$ cat src/rtl/xbs_pkg.sv
package xbs_pkg;
  localparam int HALF_CLKS = 6;
  localparam int CYCLE_CLKS = 2 * HALF_CLKS;
  localparam int PHASE_W = $clog2(CYCLE_CLKS);

  typedef struct packed {
    logic second_half;
    logic ale_win;
    logic psen_win;
  } xbs_window_t;
endpackage

$ cat src/rtl/xbs_phase_decode.sv
module xbs_phase_decode
  import xbs_pkg::*;
#(
  parameter int ALE_W      = 2,
  parameter int PSEN_START = 3,
  parameter int PSEN_W     = 3
) (
  input  logic [PHASE_W-1:0] phase,
  output xbs_window_t        win
);
  localparam logic [PHASE_W-1:0] HALF     = PHASE_W'(HALF_CLKS);
  localparam logic [PHASE_W-1:0] ALE_END  = PHASE_W'(ALE_W);
  localparam logic [PHASE_W-1:0] PS_FIRST = PHASE_W'(PSEN_START);
  localparam logic [PHASE_W-1:0] PS_END   = PHASE_W'(PSEN_START + PSEN_W);

  logic [PHASE_W-1:0] pos;

  always_comb begin
    win.second_half = (phase >= HALF);
    pos             = win.second_half ? (phase - HALF) : phase;
    win.ale_win     = (pos < ALE_END);
    win.psen_win    = (pos >= PS_FIRST) && (pos < PS_END);
  end
endmodule

$ cat src/rtl/xbs_ctrl_reg.sv
module xbs_ctrl_reg #(
  parameter int          ADDR_W   = 8,
  parameter int          DATA_W   = 8,
  parameter logic [7:0]  REG_ADDR = 8'h8E,
  parameter int          DIS_BIT  = 0
) (
  input  logic              clk,
  input  logic              rst,
  input  logic              wr_en,
  input  logic [ADDR_W-1:0] wr_addr,
  input  logic [DATA_W-1:0] wr_data,
  output logic              dis_q
);
  localparam logic [ADDR_W-1:0] MATCH = ADDR_W'(REG_ADDR);

  always_ff @(posedge clk) begin
    if (rst)
      dis_q <= 1'b0;
    else if (wr_en && (wr_addr == MATCH))
      dis_q <= wr_data[DIS_BIT];
  end
endmodule

$ cat src/rtl/xbs_strobe_core.sv
module xbs_strobe_core
  import xbs_pkg::*;
(
  input  logic        clk,
  input  logic        rst,
  input  xbs_window_t win,
  input  logic        xdata_cycle,
  input  logic        movx_movc,
  input  logic        ext_exec,
  input  logic        dis,
  output logic        ale,
  output logic        ale_oe,
  output logic        psen_n
);
  logic drive_nx, ale_nx, psen_nx, skip_ale;

  always_comb begin
    drive_nx = !dis || ext_exec || movx_movc;
    skip_ale = xdata_cycle && win.second_half;
    ale_nx   = drive_nx ? (win.ale_win && !skip_ale) : 1'b1;
    psen_nx  = !(ext_exec && !xdata_cycle && win.psen_win);
  end

  always_ff @(posedge clk) begin
    if (rst) begin
      ale    <= 1'b0;
      ale_oe <= 1'b1;
      psen_n <= 1'b1;
    end else begin
      ale    <= ale_nx;
      ale_oe <= drive_nx;
      psen_n <= psen_nx;
    end
  end
endmodule

$ cat src/rtl/xbs_strobe_gen.sv
module xbs_strobe_gen
  import xbs_pkg::*;
#(
  parameter int         ADDR_W     = 8,
  parameter int         DATA_W     = 8,
  parameter logic [7:0] REG_ADDR   = 8'h8E,
  parameter int         DIS_BIT    = 0,
  parameter int         ALE_W      = 2,
  parameter int         PSEN_START = 3,
  parameter int         PSEN_W     = 3
) (
  input  logic               clk,
  input  logic               rst,
  input  logic [PHASE_W-1:0] cyc_phase,
  input  logic               xdata_cycle,
  input  logic               movx_movc,
  input  logic               ext_exec,
  input  logic               reg_wr_en,
  input  logic [ADDR_W-1:0]  reg_wr_addr,
  input  logic [DATA_W-1:0]  reg_wr_data,
  output logic               ale,
  output logic               ale_oe,
  output logic               psen_n
);
  xbs_window_t win;
  logic        dis_q;

  xbs_phase_decode #(
    .ALE_W(ALE_W), .PSEN_START(PSEN_START), .PSEN_W(PSEN_W)
  ) u_decode (
    .phase(cyc_phase),
    .win  (win)
  );

  xbs_ctrl_reg #(
    .ADDR_W(ADDR_W), .DATA_W(DATA_W), .REG_ADDR(REG_ADDR), .DIS_BIT(DIS_BIT)
  ) u_reg (
    .clk    (clk),
    .rst    (rst),
    .wr_en  (reg_wr_en),
    .wr_addr(reg_wr_addr),
    .wr_data(reg_wr_data),
    .dis_q  (dis_q)
  );

  xbs_strobe_core u_core (
    .clk        (clk),
    .rst        (rst),
    .win        (win),
    .xdata_cycle(xdata_cycle),
    .movx_movc  (movx_movc),
    .ext_exec   (ext_exec),
    .dis        (dis_q),
    .ale        (ale),
    .ale_oe     (ale_oe),
    .psen_n     (psen_n)
  );
endmodule

$ cat config.mk
export PLATFORM = sky130hd
export DESIGN_NAME = xbs_strobe_gen
export DESIGN_NICKNAME = d
export VERILOG_FILES = /design/src/rtl/xbs_pkg.sv /design/src/rtl/xbs_phase_decode.sv /design/src/rtl/xbs_ctrl_reg.sv /design/src/rtl/xbs_strobe_core.sv /design/src/rtl/xbs_strobe_gen.sv
export SDC_FILE = /design/constraint.sdc
export NUM_CORES = 1
export LEC_CHECK = 0
export ABC_AREA = 1
export BUFFER_PORTS_ARGS = -buffer_cell sky130_fd_sc_hd__buf_2
export CORE_AREA = 2 2 39 41
export DETAILED_ROUTE_END_ITERATION = 10
export DIE_AREA = 0 0 41 43
export GPL_TIMING_DRIVEN = 0
export PLACE_DENSITY = 0.55
export SLEW_MARGIN = 20
export SYNTH_ARGS = -nofsm -noshare
export SYNTH_HDL_FRONTEND = slang
export SYNTH_SLANG_ARGS = --single-unit
$ cat constraint.sdc
create_clock -name clk -period 1 [get_ports clk]
set_clock_uncertainty 0.1 [all_clocks]
set_input_delay 0.2 -clock clk [delete_from_list [all_inputs] [get_ports clk]]
set_output_delay 0.2 -clock clk [all_outputs]
set_load 0.01 [all_outputs]
# Yosys cells after proc, flatten, opt, wreduce, memory -nomap -nowiden
# Cells that the tools add are included.
totals:
  ram_bits: 0
  inputBits: 26
  latchBits: 0
  mem_bits_ro: 0
  elab_cells: 24
  reg_bits: 4
  n_memories: 0
  out_inout_bits: 3
classes:
  mul: 0
  bitwise_logic: 0
  eq_ne: 1
  order_cmp: 4
  n_div: 0
  muxes: 2
  n_addsub: 1
  reduce_logical: 12
  shifts: 0
ops:
  columns: ["operator", "n"]
  rows:
  - ["$eq A8 B8 Y1 const B", 1]
  - ["$logic_and A1 B1 Y1", 6]
  - ["$ge A4 B2 Y1 const B", 1]
  - ["$ge A4 B3 Y1 const B", 1]
  - ["$logic_not A1 Y1", 4]
  - ["$lt A4 B2 Y1 const B", 1]
  - ["$lt A4 B3 Y1 const B", 1]
  - ["$mux W4", 1]
  - ["$sub A4 B3 Y4 const B", 1]
  - ["$logic_or A1 B1 Y1", 2]
  - ["$mux W1", 1]

# Depth between registers and ports, before layout
# Gate-level depths: netlist of the first run.
logic_depth:
  depth_word: 6
  depth_mapped: 6
  depth_no_buf: 6

# Modules after synthesis
# Synthesis of the first run repeated with hierarchy kept, for this count alone.
unflattened:
  hier_cells: 52
  hier_area_um2: 312.8
by_module_without_submodules:
  columns: ["module", "seq_area_each_um2", "area_each_um2", "cells_per_inst", "n_inst"]
  rows:
  - ["xbs_ctrl_reg", 20.0, 117.6, 24, 1]
  - ["xbs_strobe_core", 60.1, 115.1, 13, 1]
  - ["xbs_phase_decode", 0.0, 80.1, 15, 1]

# Worst setup path before layout of the first run
# Ideal clock, no wire load.
synth_timing:
  path_type: "input to register"
  startpoint: "input cyc_phase[1]"
  endpoint: "register u_core.psen_n"
  arrival_ns: 0.741
  path_slack_ns: 0.039
  cell_stages: 5
  required_time_ns: 0.780
  setup_time_ns: 0.120
  n_path_buf: 0
  cell_sequence: "ha_1 > nand2_1 > a21oi_1 > nor3_1 > nand2_1"
synth_between:
  elab_chain_cells: 6
  word_cells_on_any_way: 8
  cone_classes: "add/sub (1); order compare (3); mux (1); reduce/logical (3)"
synth_rtl:
  columns: ["item", "line_no", "source"]
  rows:
  - ["start: declaration", "xbs_strobe_gen.sv:14", "input logic [PHASE_W-1:0] cyc_phase,"]
  - ["$sub A4 B3 Y4 / $ge A4 B3 Y1 (equally long branches)", "xbs_phase_decode.sv:20, xbs_phase_decode.sv:19", null]
  - ["$mux W4 (*)", "xbs_phase_decode.sv:20", "pos = win.second_half ? (phase - HALF) : phase;"]
  - ["$ge A4 B2 Y1 / $lt A4 B3 Y1 (equally long branches)", "xbs_phase_decode.sv:22", "win.psen_win = (pos >= PS_FIRST) && (pos < PS_END);"]
  - ["$logic_and A1 B1 Y1 (*)", "xbs_phase_decode.sv:22", null]
  - ["$logic_and A1 B1 Y1 (*)", "xbs_strobe_core.sv:21", "psen_nx = !(ext_exec && !xdata_cycle && win.psen_win);"]
  - ["$logic_not A1 Y1 (*)", "xbs_strobe_core.sv:21", null]
  - ["end signal: assignment", "xbs_strobe_core.sv:32", "psen_n <= psen_nx;"]
  - ["end: declaration", "xbs_strobe_core.sv:13", "output logic psen_n"]
# Mark *: on every way between the ends. The rest lies on a longest branch, timed or not.
# A chain may end at the register's enable or synchronous reset.

# Final worst setup path of the first run
layout_timing:
  startpoint: "register u_core.ale_oe"
  endpoint: "output ale_oe"
layout_rtl:
  columns: ["item", "line_no", "source"]
  rows:
  - ["start: declaration", "xbs_strobe_core.sv:12", "output logic ale_oe,"]
  - ["start signal: assignment", "xbs_strobe_core.sv:31", "ale_oe <= drive_nx;"]
  - ["end: declaration", "xbs_strobe_gen.sv:22", "output logic ale_oe,"]
# No word-level cell between the ends.

==> results.md, run 1 <==
* Floorplan die height at 43 microns
* Warnings from Yosys at 0
* Maximum capacitance violations at 0
* Clock network power share at 42.8%
* Flops & latches, synth at 4
* CTS tree: yes
* CTS clk-pin slew, worst paths at 40 ps
* Category of the critical setup timing path: reg2out
* Period Utilization, post-route at 94.2%
* Post-Synthesis Cell Area at 290 sq um
* Synthesized area per cell at 6.05 sq um
* Fraction of final layout cells sized beyond drive strength 1 at 41.7%
* Hold/Removal Path Class: in2reg
* Critical path data required time at 700 ps
* Combinational fraction of design power at 21.8%
* Longest Clk Path Bufs at 2
* Min Clock Period, post-route at 942 ps
* Critical-path cell with the highest stage delay: dfxtp_1
* Number of buffers created by CTS at 3
* Number of global-route vias before repair at 327
* Count of non-filler cells in the finished layout at 88
* Static leakage at 0.253 nW
* Element type at the critical path end: output pin
* Slew headroom at 89.5%
* CTS Hold Buffers Added at 0
* Total buffers and inverters traversed by the critical path at 1
* Antenna violations before repair at 0
* Power dissipated by switching net loads at 0.000117 W
* DRC violation total after the first TritonRoute iteration at 2
* Switching power as a share of total power at 25.1%
* GP Congestion at 0.739
* Final #Nets at 101
* Source-to-sink clock delay at the later pin of the worst-skew pair at 230 ps
* Arrival @ worst endpoint at 640 ps
* Routed Antenna Nets at 0
* Pwr/cell area at 1060 mW/mm^2
* Family of cells with the greatest summed delay on the critical path: flip-flops
* Placed cell count at 85
* CP Launch Type: flop
* Deepest level of the CTS H-tree at 1
* Worst-margin pin slew at 156 ps
* Count of buffers inserted at the top-level ports at 21
* Global-route wire length before repair at 1.12 mm
* Per-cell via count in the routed design at 4.03
* Antenna diodes at 0
* Final Routed Wirelength at 664 microns
* Maximum vdd drop at 0.000201 V
* CTS Root Buffer Type: clkbuf_4
* Seq pwr share at 35.4%
* HPWL Detailed at 579 microns
* Post-route standard cell area excluding fillers at 438 sq um
* Maximum number of pins on one net before global-route repair at 5
* Die width at 41 microns
* Number of sinks driven by the clock tree at 4
* Count of standard-cell rows at 14
* Vias after detailed routing at 355
* Number of endpoints failing setup at the final stage at 0
* Peak clock frequency supported by timing at 1060 MHz
* Routed length per instance at 7.55 microns
* Hold violation count in the final report at 0
* Pre-Repair DR Iteration Count at 4
* Placeable core area at 0.00138 sq mm
* Internal portion of total power at 0.000348 W
* GRT Residual Overflow at 0
* Final Max Slew Viols at 0
* Critical-path maximum fanout at 1
* Worst stage delay on the critical path at 280 ps
* Sequential element share of the synthesized area at 27.6%
* Count of buffers added by post-CTS timing repair for setup at 0
* Post-detailed-route DRC marker count at 0
* Post-cts resize count at 0
* Cell area after placement at 415 sq um
* Initial Util at 21.0%
* Commonest cells after routing, fill and taps aside: buf_2, nand2_1, inv_1
* Post-synthesis cell count at 48
* Commonest non-fill, non-tap cell in the layout: buf_2
* Total nets after synthesis at 75
* Result of the run: complete, no violations
* Top Ports at 29
* Syn-to-layout area delta at 50.9%
* Setup repair after global routing missed its margin: false
* All-layer global routing usage at 9.91%
* Die area at 0.00176 sq mm
* Cell breakdown of the critical path: buf_2
* Post-synth cell types at 16
[metal layers]
| metal | vias up | track usage, % | routed length, microns |
|---|---|---|---|
| met5 | - | 0 | 0 |
| met1 | 153 | 8.92 | 269 |
| li1 | 195 | - | - |
| met2 | 7 | 15.6 | 357 |
| met3 | 0 | 3.14 | 36 |
| met4 | 0 | 10.0 | 0 |
[power by group through the flow]
stage / clock, W / combinational (W) / sequential [W]
5_1_grt: 0.000226 / 0.000118 / 0.000165
3_3_place_gp: 0 / 0.000101 / 0.000167
4_1_cts: 0.000211 / 0.000103 / 0.000165
6_report: 0.000199 / 0.000101 / 0.000165
3_5_place_dp: 0 / 0.000102 / 0.000167
2_1_floorplan: 0 / 0.0000488 / 0.000169
[stage by stage]
step | power, W | TNS, ps | utilization [%] | setup WS, ps | hold slack [ps]
floorplan | 0.000218 | 0 | - | 38.9 | 228
global placement | 0.000268 | -133 | 30.0 | -133 | 321
detailed placement | 0.000269 | -153 | 30.0 | -153 | 327
CTS | 0.000479 | 0 | 31.6 | 44.7 | 103
global route | 0.000509 | 0 | 31.6 | 10.8 | 105
finish | 0.000465 | 0 | 31.6 | 58.1 | 108
[registers in the layout, summed over array words and instances (netlist names)]
register       count
u_core.psen_n      1
u_reg.dis_q        1
u_core.ale_oe      1
u_core.ale         1
[worst register-to-register path, cell delays in order, from the launching register on]
cell and delay, ps:
dfxtp_1 300, nand3b_1 100, nand2_1 50
[cells in the mapped netlist, drive strengths merged]
cell	n	share of area [%]
a21oi	1	1.7
nor2	9	13
dfxtp	4	28
o21ai	1	1.7
nand2	13	18
ha	1	4.3
inv	11	14
nor3	2	3.4
nand4	2	4.3
a21boi	1	3.9
nand3b	1	2.6
nand3	2	5.2
[path summary, 6_finish.rpt]
kind | start | endpoint | slack [ps] | cells after the start
setup / recovery | u_core.ale_oe | ale_oe | 60 | 1
hold / removal | movx_movc | u_core.ale_oe | 110 | 3
setup reg to reg | u_reg.dis_q | u_core.ale | 340 | 2
hold reg to reg | u_reg.dis_q | u_core.ale_oe | 340 | 1
[cell families after synthesis]
family	Yosys count	synth area share, %
and+or+nand+nor	29	46.6
buffers and inverters	11	14.2
DFF	4	27.6
AOI/OAI and AO/OA	3	7.32
adders and majority gates	1	4.31
[final cells by class]
cell class	instances	area (sq um)
fillers	159	946
multi-input cells	33	169
repair buffers	21	105
flip-flops and latches	4	80.1
inverters	11	41.3
clock buffers	3	22.5
well taps	16	20.0
(Power assumes the default switching activity.)
==> inputs of run 2 (changes only) <==
Settings changed: PLACE_DENSITY 0.55 to 0.57, SYNTH_HIERARCHICAL set to 1.
==> results.md, run 2 <==
* Final Routed Wirelength at 594 microns (-11%)
* GRT Residual Overflow at 0 (unchanged)
* Clock network power share at 41.0% (-1.8 points)
* Number of cells on the critical path at 6 (+5)
* Die width at 41 microns (unchanged)
* Source-to-sink clock delay at the later pin of the worst-skew pair at 230 ps (about the same)
* All-layer global routing usage at 8.32% (-1.6 points)
* Hold violation count in the final report at 0 (unchanged)
* Area fraction of the dominant cell type after synthesis at 25.6% (-2.0 points)
* Worst stage delay on the critical path at 230 ps (-50 ps)
* Routed length per instance at 6.46 microns (-14%)
* CTS tree: yes
* Vias after detailed routing at 355 (unchanged)
* Number of sinks driven by the clock tree at 4 (unchanged)
* Reg-to-reg slack, setup at 260 ps (-80 ps)
* Number of synthesized flops with an enable pin at 0 (unchanged)
* Synthesized area per cell at 6.02 sq um (-0.53%)
* CP Launch Type: primary input
* Count of buffers added by post-CTS timing repair for setup at 0 (unchanged)
* HPWL Detailed at 541 microns (-6.6%)
* Seq pwr share at 35.5% (about the same)
* Final-layout setup total negative slack at 0 ps (unchanged)
* Top Ports at 29 (unchanged)
* Most frequently used cell type in the post-synthesis netlist: inv_1
* Internal portion of total power at 0.000350 W (+0.63%)
* Ys async rst share at 0% (unchanged)
* Worst R2R End: u_core/ale_oe
* Pre-Repair DR Iteration Count at 4 (unchanged)
* Critical-path maximum fanout at 4 (+3)
* Flops & latches, synth at 4 (unchanged)
* Post-detailed-route DRC marker count at 0 (unchanged)
* Antenna violations before repair at 0 (unchanged)
* Post-cts resize count at 0 (unchanged)
* DRC violation total after the first TritonRoute iteration at 4 (+2)
* Count of non-filler cells in the finished layout at 92 (+4.5%)
* Depth of the worst register-to-register path at 3 (+1)
* Pwr/cell area at 978 mW/mm^2 (-7.9%)
* Gr busiest metal: met2
* Largest cells by area after synthesis: dfxtp_1, inv_1, nand2_1, nor2_2, nor2_1
* Longest Clk Path Bufs at 2 (unchanged)
* Worst-margin pin slew at 149 ps (-7.38 ps)
* Critical path data required time at 1010 ps (+310 ps)
* Combinational fraction of design power at 23.5% (+1.7 points)
* Routed Antenna Nets at 0 (unchanged)
* Final Max Slew Viols at 0 (unchanged)
* Warnings from Yosys at 6 (+6)
* Static leakage at 0.267 nW (+5.5%)
* CTS Root Buffer Type: clkbuf_4
* Setup crit start: cyc_phase[1]
* Placeable core area at 0.00138 sq mm (unchanged)
* Biggest area consumer among synthesized cells: dfxtp_1
* Count of buffers inserted at the top-level ports at 21 (unchanged)
* Peak clock frequency supported by timing at 1060 MHz (+0.27%)
* Min Clock Period, post-route at 939 ps (-2.50 ps)
* Category of the critical setup timing path: in2reg
* Slew headroom at 90.1% (+0.56 points)
* Arrival @ worst endpoint at 950 ps (+310 ps)
* Count of standard-cell rows at 14 (unchanged)
* Maximum vdd drop at 0.000301 V (+50%)
* Initial Util at 22.6% (+1.6 points)
* Hold/Removal Path Class: in2reg
* Post-synthesis cell count at 52 (+8.3%)
* Floorplan die height at 43 microns (unchanged)
* Number of endpoints failing setup at the final stage at 0 (unchanged)
* Sequential element share of the synthesized area at 25.6% (-2.0 points)
* Number of global-route vias before repair at 313 (-4.3%)
* Total buffers and inverters traversed by the critical path at 1 (unchanged)
* Maximum number of pins on one net before global-route repair at 5 (unchanged)
* CTS clk-pin slew, worst paths at 40 ps (about the same)
* Placed cell count at 89 (+4.7%)
* Final core occ at 34.2% (+2.5 points)
* Family of cells with the greatest summed delay on the critical path: compound AO/OA/AOI/OAI gates
* Launch instance of the worst register-to-register path: u_reg/dis_q
* Period Utilization, post-route at 93.9% (-0.25 points)
* Synth cell count leaders: inv_1, nand2_1, nor2_1, nor2_2, dfxtp_1
* Switching power as a share of total power at 24.3% (-0.85 points)
* Commonest cells after routing, fill and taps aside: buf_2, inv_1, nand2_1
* Crit path to: u_core/psen_n
* Global-route wire length before repair at 986 microns (-12%)
* Setup repair after global routing missed its margin: false
* Result of the run: complete, no violations
* CTS Hold Buffers Added at 0 (unchanged)
* Element type at the critical path end: flop
* Power dissipated by switching net loads at 0.000112 W (-3.9%)
* Overall power after layout at 0.000463 W (-0.51%)
* GP Congestion at 0.638 (-14%)
* Syn-to-layout area delta at 51.2%
* Antenna diodes at 0 (unchanged)
* Cell breakdown of the critical path: buf_2, ha_4, o21ai_1, nand2_1, a21oi_2, nand3_1
* Post-synth cell types at 14 (-2)
* Routing usage on met1 at 8.65% (-0.26 points)
* Deepest level of the CTS H-tree at 1 (unchanged)
* Per-cell via count in the routed design at 3.86 (-4.3%)
* Final #Nets at 105 (+4.0%)
* Met2 Resource Use GR at 12.8% (-2.8 points)
* Die area at 0.00176 sq mm (unchanged)
* Maximum capacitance violations at 0 (unchanged)
* Fraction of final layout cells sized beyond drive strength 1 at 48.7% (+7.0 points)
* Met3 Track Usage GR at 1.57% (-1.6 points)
* Total nets after synthesis at 79 (+5.3%)
* Post-Synthesis Cell Area at 313 sq um (+7.8%)
* Most common flop cell mapped by yosys: dfxtp_1
* Number of buffers created by CTS at 3 (unchanged)
* Critical-path cell with the highest stage delay: ha_4
* Commonest non-fill, non-tap cell in the layout: buf_2
[run 2: through the flow]
stage	setup WS (ps)	instance area (sq um)	hold WS (ps)
after floorplan	16.0	325	185
after global routing	18.2	473	89.7
after detailed placement	-179	450	322
after global placement	-185	450	316
final	60.6	473	86.9
after CTS	50.6	473	81.6
[run 2: area by class of cell]
class | instances | area [sq um]
Tap cell | 16 | 20.0
Inverter | 14 | 52.6
Timing Repair Buffer | 21 | 105
Multi-Input combinational cell | 34 | 193
Sequential cell | 4 | 80.1
Clock buffer | 3 | 22.5
Fill cell | 164 | 911
[run 2: worst min path at each step]
| stage | cells after the start | end | slack [ps] | startpoint |
|---|---|---|---|---|
| 6_report | 3 | u_core/psen_n | 90 | xdata_cycle |
| 5_1_grt | 2 | u_core/psen_n | 90 | ext_exec |
| 4_1_cts | 3 | u_core/psen_n | 80 | xdata_cycle |
| 3_5_place_dp | 3 | u_core/psen_n | 320 | xdata_cycle |
| 3_3_place_gp | 3 | u_core/ale_oe | 320 | movx_movc |
| 2_1_floorplan | 1 | u_core/psen_n | 180 | ext_exec |
[run 2: power groups by stage]
stage	combinational, W	clock (W)	sequential (W)
after global routing	0.000127	0.000211	0.000164
after global placement	0.000109	0	0.000167
final	0.000109	0.000190	0.000164
after CTS	0.000111	0.000199	0.000164
after detailed placement	0.000110	0	0.000166
after floorplan	0.0000535	0	0.000168
[run 2: tightest hold or removal path, cell delays in order]
cell	delay, ps
buf_2	90
nor2_1	40
nand3_1	50
[run 2: layer usage]
metal,routed length [microns],share of wire [%],up-vias
li1,-,-,204
met1,246,41,139
met2,298,50,12
met3,49,8.2,0
met4,0,0,0
met5,0,0,-
[run 2: cell families (layout without fill, tap and decap cells)]
family / count (synthesis) / count (layout) / synth area share, %
and+or+nand+nor: 31 / 31 / 49.2
buffers and inverters: 14 / 38 / 16.8
DFF: 4 / 4 / 25.6
AOI/OAI and AO/OA: 2 / 2 / 4.40
adders and majority gates: 1 / 1 / 4.00
